<file path="src/rtl/reload_timer_pkg.sv">
package reload_timer_pkg;

  localparam int CTRL_W    = 8;
  localparam int BIT_START = 0;
  localparam int BIT_RUN   = 1;
  localparam int BIT_UF    = 2;
  localparam int BIT_IE    = 3;
  localparam int BIT_AUTO  = 4;
  localparam int BIT_POL   = 5;
  localparam int BIT_OE    = 6;

  localparam int ADDR_CTRL   = 0;
  localparam int ADDR_RELOAD = 1;
  localparam int ADDR_COUNT  = 2;

  // strobes from control to datapath
  typedef struct packed {
    logic load;
    logic dec;
  } dpStrobe_t;

endpackage

</file>
<file path="src/rtl/rt_datapath.sv">
module rt_datapath
  import reload_timer_pkg::*;
#(
  parameter int CNT_W = 16
) (
  input  logic             clk,
  input  logic             rstN,
  input  dpStrobe_t        stb,
  input  logic             reloadWr,
  input  logic [CNT_W-1:0] reloadIn,
  output logic [CNT_W-1:0] count,
  output logic [CNT_W-1:0] reloadVal,
  output logic             cntZero
);

  logic [CNT_W-1:0] countQ;
  logic [CNT_W-1:0] reloadQ;

  always_ff @(posedge clk or negedge rstN) begin
    if (!rstN) begin
      reloadQ <= '0;
    end else if (reloadWr) begin
      reloadQ <= reloadIn;
    end
  end

  always_ff @(posedge clk or negedge rstN) begin
    if (!rstN) begin
      countQ <= '0;
    end else if (stb.load) begin
      countQ <= reloadQ;
    end else if (stb.dec) begin
      countQ <= countQ - 1'b1;
    end
  end

  assign count     = countQ;
  assign reloadVal = reloadQ;
  assign cntZero   = (countQ == '0);

  // a load takes the reload value held before the edge
  a_r3_load_value: assert property (@(posedge clk) disable iff (!rstN)
    $past(stb.load) |-> countQ == $past(reloadQ));

  // a decrement lowers the count by exactly one
  a_r4_decrement: assert property (@(posedge clk) disable iff (!rstN)
    $past(stb.dec) && !$past(stb.load) |-> (countQ + 1'b1) == $past(countQ));

endmodule

</file>
<file path="src/rtl/rt_control.sv">
module rt_control
  import reload_timer_pkg::*;
(
  input  logic              clk,
  input  logic              rstN,
  input  logic              wrCtrl,
  input  logic [CTRL_W-1:0] wrByte,
  input  logic              countTick,
  input  logic              cntZero,
  output dpStrobe_t         stb,
  output logic [CTRL_W-1:0] ctrlByte,
  output logic              timerOut,
  output logic              irqOut
);

  logic runEnQ, ufQ, ieQ, autoQ, polQ, oeQ;
  logic runQ, toggleQ;
  logic startReq, underflow, autoReload;

  assign startReq   = wrCtrl && wrByte[BIT_START] && wrByte[BIT_RUN];
  assign underflow  = countTick && runQ && cntZero && !startReq;
  assign autoReload = underflow && autoQ;

  always_comb begin
    stb      = '0;
    stb.load = startReq || autoReload;
    stb.dec  = countTick && runQ && !startReq && !autoReload;
  end

  // software-visible control bits
  always_ff @(posedge clk or negedge rstN) begin
    if (!rstN) begin
      runEnQ <= 1'b0;
      ieQ    <= 1'b0;
      autoQ  <= 1'b0;
      polQ   <= 1'b0;
      oeQ    <= 1'b0;
    end else if (wrCtrl) begin
      runEnQ <= wrByte[BIT_RUN];
      ieQ    <= wrByte[BIT_IE];
      autoQ  <= wrByte[BIT_AUTO];
      polQ   <= wrByte[BIT_POL];
      oeQ    <= wrByte[BIT_OE];
    end
  end

  // sticky flag: a set beats a clear in the same cycle
  always_ff @(posedge clk or negedge rstN) begin
    if (!rstN) begin
      ufQ <= 1'b0;
    end else if (underflow) begin
      ufQ <= 1'b1;
    end else if (wrCtrl && !wrByte[BIT_UF]) begin
      ufQ <= 1'b0;
    end
  end

  always_ff @(posedge clk or negedge rstN) begin
    if (!rstN) begin
      runQ <= 1'b0;
    end else if (startReq) begin
      runQ <= 1'b1;
    end else if (wrCtrl && !wrByte[BIT_RUN]) begin
      runQ <= 1'b0;
    end else if (underflow && !autoQ) begin
      runQ <= 1'b0;
    end
  end

  always_ff @(posedge clk or negedge rstN) begin
    if (!rstN) begin
      toggleQ <= 1'b0;
    end else if (startReq) begin
      toggleQ <= wrByte[BIT_POL];
    end else if (autoReload) begin
      toggleQ <= !toggleQ;
    end
  end

  assign ctrlByte = {1'b0, oeQ, polQ, autoQ, ieQ, ufQ, runEnQ, 1'b0};
  assign timerOut = autoQ ? toggleQ : (runQ ? !polQ : polQ);
  assign irqOut   = ufQ && ieQ;

  // a disarmed timer never counts
  a_r12_halted: assert property (@(posedge clk) disable iff (!rstN)
    !runEnQ |-> !runQ);

  // the flag only rises after a tick on a zero count
  a_r5_flag_source: assert property (@(posedge clk) disable iff (!rstN)
    $rose(ufQ) |-> $past(countTick && runQ && cntZero));

  // single-pass underflow stops the timer
  a_r7_single_stop: assert property (@(posedge clk) disable iff (!rstN)
    $past(countTick && runQ && cntZero && !autoQ && !startReq) |-> !runQ);

  // auto-reload underflow inverts the waveform
  a_r9_toggle: assert property (@(posedge clk) disable iff (!rstN)
    $past(countTick && runQ && cntZero && autoQ && !startReq) |-> toggleQ != $past(toggleQ));

endmodule

</file>
<file path="src/rtl/reload_timer.sv">
module reload_timer
  import reload_timer_pkg::*;
#(
  parameter int CNT_W  = 16,
  parameter int DATA_W = 16,
  parameter int ADDR_W = 2
) (
  input  logic              clk,
  input  logic              rstN,
  input  logic              regWrEn,
  input  logic [ADDR_W-1:0] regAddr,
  input  logic [DATA_W-1:0] regWrData,
  output logic [DATA_W-1:0] regRdData,
  input  logic              countTick,
  input  logic              gpioLevel,
  output logic              pinOut,
  output logic              irqOut
);

  dpStrobe_t         stb;
  logic [CTRL_W-1:0] ctrlByte;
  logic [CNT_W-1:0]  count;
  logic [CNT_W-1:0]  reloadVal;
  logic              cntZero;
  logic              timerOut;
  logic              wrCtrl;
  logic              wrReload;

  assign wrCtrl   = regWrEn && (int'(regAddr) == ADDR_CTRL);
  assign wrReload = regWrEn && (int'(regAddr) == ADDR_RELOAD);

  rt_control uCtrl (
    .clk       (clk),
    .rstN      (rstN),
    .wrCtrl    (wrCtrl),
    .wrByte    (regWrData[CTRL_W-1:0]),
    .countTick (countTick),
    .cntZero   (cntZero),
    .stb       (stb),
    .ctrlByte  (ctrlByte),
    .timerOut  (timerOut),
    .irqOut    (irqOut)
  );

  rt_datapath #(.CNT_W(CNT_W)) uDp (
    .clk       (clk),
    .rstN      (rstN),
    .stb       (stb),
    .reloadWr  (wrReload),
    .reloadIn  (regWrData[CNT_W-1:0]),
    .count     (count),
    .reloadVal (reloadVal),
    .cntZero   (cntZero)
  );

  always_comb begin
    regRdData = '0;
    case (int'(regAddr))
      ADDR_CTRL:   regRdData[CTRL_W-1:0] = ctrlByte;
      ADDR_RELOAD: regRdData[CNT_W-1:0]  = reloadVal;
      ADDR_COUNT:  regRdData[CNT_W-1:0]  = count;
      default:     regRdData = '0;
    endcase
  end

  assign pinOut = ctrlByte[BIT_OE] ? timerOut : gpioLevel;

endmodule

</file>
<file path="config.mk">
export PLATFORM = sky130hd
export DESIGN_NAME = reload_timer
export DESIGN_NICKNAME = d
export VERILOG_FILES = /design/src/rtl/reload_timer_pkg.sv /design/src/rtl/rt_datapath.sv /design/src/rtl/rt_control.sv /design/src/rtl/reload_timer.sv
export SDC_FILE = /design/constraint.sdc
export NUM_CORES = 1
export LEC_CHECK = 0
export CAP_MARGIN = 20
export CORE_UTILIZATION = 40
export DETAILED_ROUTE_END_ITERATION = 10
export PLACE_DENSITY = 0.66
export SKIP_CTS_REPAIR_TIMING = 1
export SYNTH_ARGS = -nofsm -noshare
export SYNTH_HDL_FRONTEND = slang
export SYNTH_SLANG_ARGS = --single-unit
</file>
<file path="constraint.sdc">
create_clock -name clk -period 5.5 [get_ports clk]
set_input_delay 0.55 -clock clk [delete_from_list [all_inputs] [get_ports clk]]
set_output_delay 0.55 -clock clk [all_outputs]
set_load 0.02 [all_outputs]
</file>
* Word-level counts from Yosys, hierarchy flattened *
Cells that the tools add are included.
Widths: inputs -> output; s select.

operators by class
  eq/ne operators = 3
  multiplexer cells = 14
  add/sub/neg operators = 1
  reduce and logical (&&, ||, !) cells = 29

operator list
  kind                   count
  $mux 16                2
  $pmux 8 s3             1
  $logic_not 16->1       1
  $pmux 8 s2             1
  $sub 16x1->16 const B  1
  $logic_and 1x1->1      14
  $mux 1                 10
  $logic_not 1->1        7
  $reduce_bool 2->1      3
  $eq 2x2->1 const B     2
  $logic_not 2->1        2
  $reduce_bool 3->1      1
  $eq 2x1->1 const B     1
  $logic_or 1x1->1       1

storage, ports and cells
  flip-flop bits (word level) = 40
  output and inout port bits = 18

* Longest topological paths before layout *
  word-level depth = 11
  mapped depth = 8
  depth with buffers taken out = 6

* Hierarchy *
Synthesis repeated with hierarchy kept, for this count alone.

unflattened totals
  cell total of the unflattened synthesis = 221
  area total of the unflattened synthesis = 2297.2 µm²

by module, submodules not included
  module        sequential area each (µm²)  cells an instance  area an instance (µm²)  times used
  rt_datapath   800.8                       132                1500.2                  1
  rt_control    200.2                       42                 442.9                   1
  reload_timer  0.0                         47                 354.1                   1

* Worst setup path before layout *
Ideal clock, no wire load.

  path type = flip-flop to flip-flop
  from = register uDp.countQ[6] (netlist: uDp.count[6])
  to = register uDp.countQ[10] (netlist: uDp.count[10])
  path buffers = 3
  path slack = 3.117 ns
  arrival = 2.258 ns
  setup time = 0.125 ns
  clock period less this slack = 2.383 ns
  cell stages (with the launch flop) = 8
  cell sequence = dfrtp_1 buf_6 or4_4 or4_4 o21a_1 buf_6 buf_12 mux2_4

on the way
  cells in the longest elaborated chain, start to end = 7

ends and longest elaborated chain
  what                                                   RTL line           text
  start: declaration                                     rt_datapath.sv:16  logic [CNT_W-1:0] countQ;
  start signal: assignment                               rt_datapath.sv:31  countQ <= reloadQ;
  start signal: assignment                               rt_datapath.sv:33  countQ <= countQ - 1'b1;
  branches (longest 7 deep; another with $sub 16x1->16)  n/a

Parallel ways; which one is timed is not known. The select of a mux whose other input is x is not followed.
A chain may end at the register's enable or synchronous reset.

* Final worst setup path *
  from = input port regAddr[0]
  to = output port regRdData[15]

on the way
  cells in the longest elaborated chain, start to end = 2

ends and longest elaborated chain
  what                                      RTL line            text
  start: declaration                        reload_timer.sv:11  input logic [ADDR_W-1:0] regAddr,
  $eq 2x2->1 or $eq 2x1->1 (tied branches)  reload_timer.sv:58  case (int'(regAddr))
  $pmux 8 s2 *                              reload_timer.sv:58
  end: declaration                          reload_timer.sv:13  output logic [DATA_W-1:0] regRdData,

Mark *: on every way between the ends. The rest lies on a longest branch, timed or not.

==> impl_metrics.prom <==
# TYPE chip_impl_metric gauge
chip_impl_info{name="outcome",value="finished clean"} 1
chip_impl_metric{name="first_global_vias",unit=""} 1677
chip_impl_metric{name="maximum_number_of_pins_on_one_net_before_global_route_repair",unit=""} 41
chip_impl_metric{name="yosysTopAreaCellShare",unit="%"} 43.4
chip_impl_metric{name="final.setup.worst_slack",unit="ns"} 2.25
chip_impl_metric{name="die_y",unit="um"} 77.9
chip_impl_metric{name="path_clk_slew",unit="ns"} 0.08
chip_impl_metric{name="h-tree-depth",unit=""} 2
chip_impl_metric{name="worst-r2r-cell-count",unit=""} 4
chip_impl_metric{name="drt_iter0_drc",unit=""} 94
chip_impl_metric{name="insertion_delay_to_the_later_sink_of_the_worst_skew_pair",unit="ns"} 0.30
chip_impl_info{name="ctsRootBufferMaster",value="sky130_fd_sc_hd__clkbuf_8"} 1
chip_impl_info{name="setup.worst_path.class",value="in2out"} 1
chip_impl_metric{name="slew_headroom",unit="%"} 38.4
chip_impl_metric{name="drt_first_pass_iters",unit=""} 4
chip_impl_metric{name="fmax",unit="MHz"} 308
chip_impl_metric{name="grt_overflow",unit=""} 0
chip_impl_metric{name="internal_power",unit="uW"} 693
chip_impl_metric{name="synth.distinct_cells",unit=""} 37
chip_impl_metric{name="finalClockSkew",unit="ns"} 0.00991
chip_impl_metric{name="cp_max_fo",unit=""} 16
chip_impl_metric{name="top_level_ports",unit=""} 41
chip_impl_metric{name="wl_met2",unit="mm"} 2.24
chip_impl_metric{name="track_usage",unit="%"} 18.0
chip_impl_info{name="synthTopCellsByArea",value="sky130_fd_sc_hd__dfrtp_1, sky130_fd_sc_hd__mux2_2, sky130_fd_sc_hd__mux2_4"} 1
chip_impl_metric{name="fin_crit_sh",unit="%"} 59.0
chip_impl_metric{name="drive_gt1_share",unit="%"} 21.8
chip_impl_info{name="highest-signal-layer",value="met4"} 1
chip_impl_info{name="hold_class",value="in2async"} 1
chip_impl_metric{name="design.core.area",unit="um2"} 5540
chip_impl_info{name="clock_tree_from_tritoncts",value="done"} 1
chip_impl_metric{name="power.sequential.fraction",unit="%"} 46.9
chip_impl_metric{name="final_weighted_congestion_of_routability_driven_global_placement",unit=""} 0.782
chip_impl_metric{name="ffs_latches_synth",unit=""} 40
chip_impl_metric{name="critical_path_arrival",unit="ns"} 2.70
chip_impl_metric{name="reg2reg_setup_slack",unit="ns"} 2.87
chip_impl_metric{name="antenna_violations_before_repair",unit=""} 0
chip_impl_metric{name="placement.setup.worst_slack",unit="ns"} 2.26
chip_impl_metric{name="placed_cells_incl_taps",unit=""} 303
chip_impl_info{name="cp_slowest_cell",value="sky130_fd_sc_hd__clkdlybuf4s50_1"} 1
chip_impl_metric{name="drcViolationCount",unit=""} 0
chip_impl_metric{name="worst_tran_pin_value",unit="ns"} 0.923
chip_impl_metric{name="synth_async_sr_flop_share",unit="%"} 100
chip_impl_metric{name="power_density",unit="nW/um2"} 378
chip_impl_metric{name="routed-wl-met3",unit="um"} 233
chip_impl_metric{name="setup_viol",unit=""} 0
chip_impl_info{name="path_common_cell",value="sky130_fd_sc_hd__clkdlybuf4s50_1"} 1
chip_impl_metric{name="cts_sinks",unit=""} 40
chip_impl_metric{name="cap_viol_max_count",unit=""} 0
chip_impl_metric{name="place.port_buffers",unit=""} 40
chip_impl_metric{name="whs",unit="ns"} 0.377
chip_impl_info{name="worst_setup_path_end_kind",value="output pin"} 1
chip_impl_info{name="yosys-top-cells-count",value="sky130_fd_sc_hd__dfrtp_1, sky130_fd_sc_hd__mux2_2, sky130_fd_sc_hd__nor2_1"} 1
chip_impl_info{name="synth_top_area_cell",value="sky130_fd_sc_hd__dfrtp_1"} 1
chip_impl_metric{name="layoutNonFillerInstCount",unit=""} 311
chip_impl_metric{name="layout.filler_cells",unit=""} 543
chip_impl_metric{name="yosysWarningCount",unit=""} 0
chip_impl_metric{name="initial_util",unit="%"} 41.6
chip_impl_metric{name="synth-seq-area-share",unit="%"} 43.4
chip_impl_metric{name="synth-edff-count",unit=""} 0
chip_impl_info{name="rsz_0062_raised_after_global_routing",value="no"} 1
chip_impl_metric{name="timing.critical_path.required",unit="ns"} 4.95
chip_impl_metric{name="cts_buffer_depth",unit=""} 2
chip_impl_metric{name="totalWireLength",unit="mm"} 4.92
chip_impl_metric{name="post-dp-hpwl",unit="mm"} 3.44
chip_impl_metric{name="mappedNetlistNets",unit=""} 233
chip_impl_metric{name="switching_share",unit="%"} 34.6
chip_impl_metric{name="die_w",unit="um"} 77.9
chip_impl_metric{name="final_hold_viol_count",unit=""} 0
chip_impl_info{name="timing.critical_path.cells",value="clkdlybuf4s50_1 -> inv_1 -> ha_1 -> a22oi_1 -> nor2b_1 -> clkdlybuf4s50_1"} 1
chip_impl_info{name="worst_r2r_endpoint",value="uDp.count[8]"} 1
chip_impl_metric{name="dieArea",unit="um2"} 6070
chip_impl_metric{name="setup-tns-final",unit="ns"} 0
chip_impl_metric{name="ant_nets",unit=""} 0
chip_impl_metric{name="wl_met1",unit="mm"} 2.39
chip_impl_metric{name="peakVddDrop",unit="V"} 0.000151
chip_impl_info{name="yosys.cell_count.top_type",value="sky130_fd_sc_hd__dfrtp_1"} 1
chip_impl_metric{name="cpPeakStageDelay",unit="ns"} 0.62
chip_impl_metric{name="power.switching",unit="uW"} 367
chip_impl_info{name="postSynth.topFlopCell",value="sky130_fd_sc_hd__dfrtp_1"} 1
chip_impl_metric{name="timing_max_transition_violations_final",unit=""} 0
chip_impl_metric{name="global_route_wire_length_before_repair",unit="mm"} 8.36
chip_impl_metric{name="synthToLayoutAreaGrowth",unit="%"} 21.6
chip_impl_metric{name="timing.final.crit_period",unit="ns"} 3.25
chip_impl_metric{name="clock_power_share",unit="%"} 19.4
chip_impl_metric{name="synth.avg_cell_area",unit="um2"} 11.3
chip_impl_metric{name="comb_power_share",unit="%"} 33.7
chip_impl_metric{name="avgRoutedWirePerCell",unit="um"} 15.8
chip_impl_metric{name="syn_area",unit="um2"} 2310
chip_impl_metric{name="synth_cells",unit=""} 204
chip_impl_metric{name="nNetsFinal",unit=""} 267
chip_impl_info{name="cp-start-kind",value="primary input"} 1
chip_impl_info{name="critical_path.reg2reg.startpoint",value="uDp.count[6]"} 1
chip_impl_metric{name="core.rowCount",unit=""} 27
chip_impl_metric{name="antenna_cells",unit=""} 0
chip_impl_metric{name="via_per_inst",unit=""} 5.40
chip_impl_metric{name="cts-buffers-inserted",unit=""} 5
chip_impl_metric{name="via_count",unit=""} 1679
chip_impl_metric{name="finalCoreUtilization",unit="%"} 50.6
chip_impl_metric{name="power_leakage",unit="uW"} 0.00117
==> flip-flops by register name, indices dropped and copies added, names as in the netlist <==
name	cells
uDp.count	16
uCtrl.oeQ	1
uCtrl.autoQ	1
uDp.reloadVal	16
uCtrl.polQ	1
uCtrl.ieQ	1
uCtrl.runQ	1
uCtrl.runEnQ	1
uCtrl.ufQ	1
uCtrl.toggleQ	1
==> metrics by stage <==
| stage | instance area [um2] | power [uW] |
|---|---|---|
| after floorplan | 2310 | 750 |
| after global placement | 2710 | 851 |
| after detailed placement | 2710 | 861 |
| after CTS | 2800 | 1070 |
| after global routing | 2800 | 1130 |
| final | 2800 | 1060 |
==> worst max-delay path by stage <==
stage | cells past startpoint | startpoint | to
after global placement | 6 | regAddr[0] | regRdData[5]
after global routing | 6 | regAddr[0] | regRdData[15]
final | 6 | regAddr[0] | regRdData[15]
after floorplan | 7 | uDp.count[6] | uDp.count[10]
after detailed placement | 6 | regAddr[0] | regRdData[5]
after CTS | 6 | regAddr[0] | regRdData[15]
==> placed cells by master (no fill, tap or decap), drive strengths merged, types with 3 or more instances in the layout <==
cell type	Yosys	layout
xnor2	10	10
nor2b	8	8
nand4	5	5
inv	6	6
xor2	4	4
mux2	37	37
o21ai	6	6
ha	6	6
a222oi	6	6
clkbuf	9	6
nor2	13	13
nor3	3	3
nand3	4	4
dfrtp	40	40
a22oi	10	10
nor4	6	6
nand2	9	9
or4	4	4
clkdlybuf4s50	0	39
==> cell families after synthesis <==
family | count (synthesis) | share of synthesized area (%)
flops | 40 | 43.4
compound gates | 28 | 9.28
fa+ha+maj | 6 | 3.26
mux | 38 | 19.8
buf+inv | 19 | 4.45
xor+xnor | 14 | 5.32
simple gates | 59 | 14.5
==> area by class of cell <==
| cell class | instances | area [um2] | share of cell area, % |
|---|---|---|---|
| inverter | 6 | 22.5 | 0.803 |
| clock buffer | 6 | 82.6 | 2.95 |
| clock inverter | 2 | 10.0 | 0.357 |
| timing repair buffer | 40 | 395 | 14.1 |
| tap | 72 | 90.1 | 3.21 |
| multi-input combinational | 145 | 1200 | 42.9 |
| sequential | 40 | 1000 | 35.7 |
==> routing by layer <==
layer | up-vias | track usage [%]
met5 | - | 0
met3 | 6 | 3.88
met2 | 41 | 27.8
met1 | 816 | 24.6
li1 | 816 | -
met4 | 0 | 6.48
==> power groups by stage <==
stage | combinational, uW | sequential, uW | clock (uW)
4_1_cts | 360 | 497 | 209
2_1_floorplan | 295 | 455 | 0
3_3_place_gp | 350 | 500 | 0
6_report | 358 | 497 | 206
5_1_grt | 396 | 512 | 224
3_5_place_dp | 358 | 502 | 0
==> critical path, delay by kind of cell <==
kind,cells,cell delay (ns)
simple gates,1,0.18
buf+inv,3,1.15
fa+ha+maj,1,0.61
compound gates,1,0.19
Note: power is estimated with default switching activity, not from simulation.
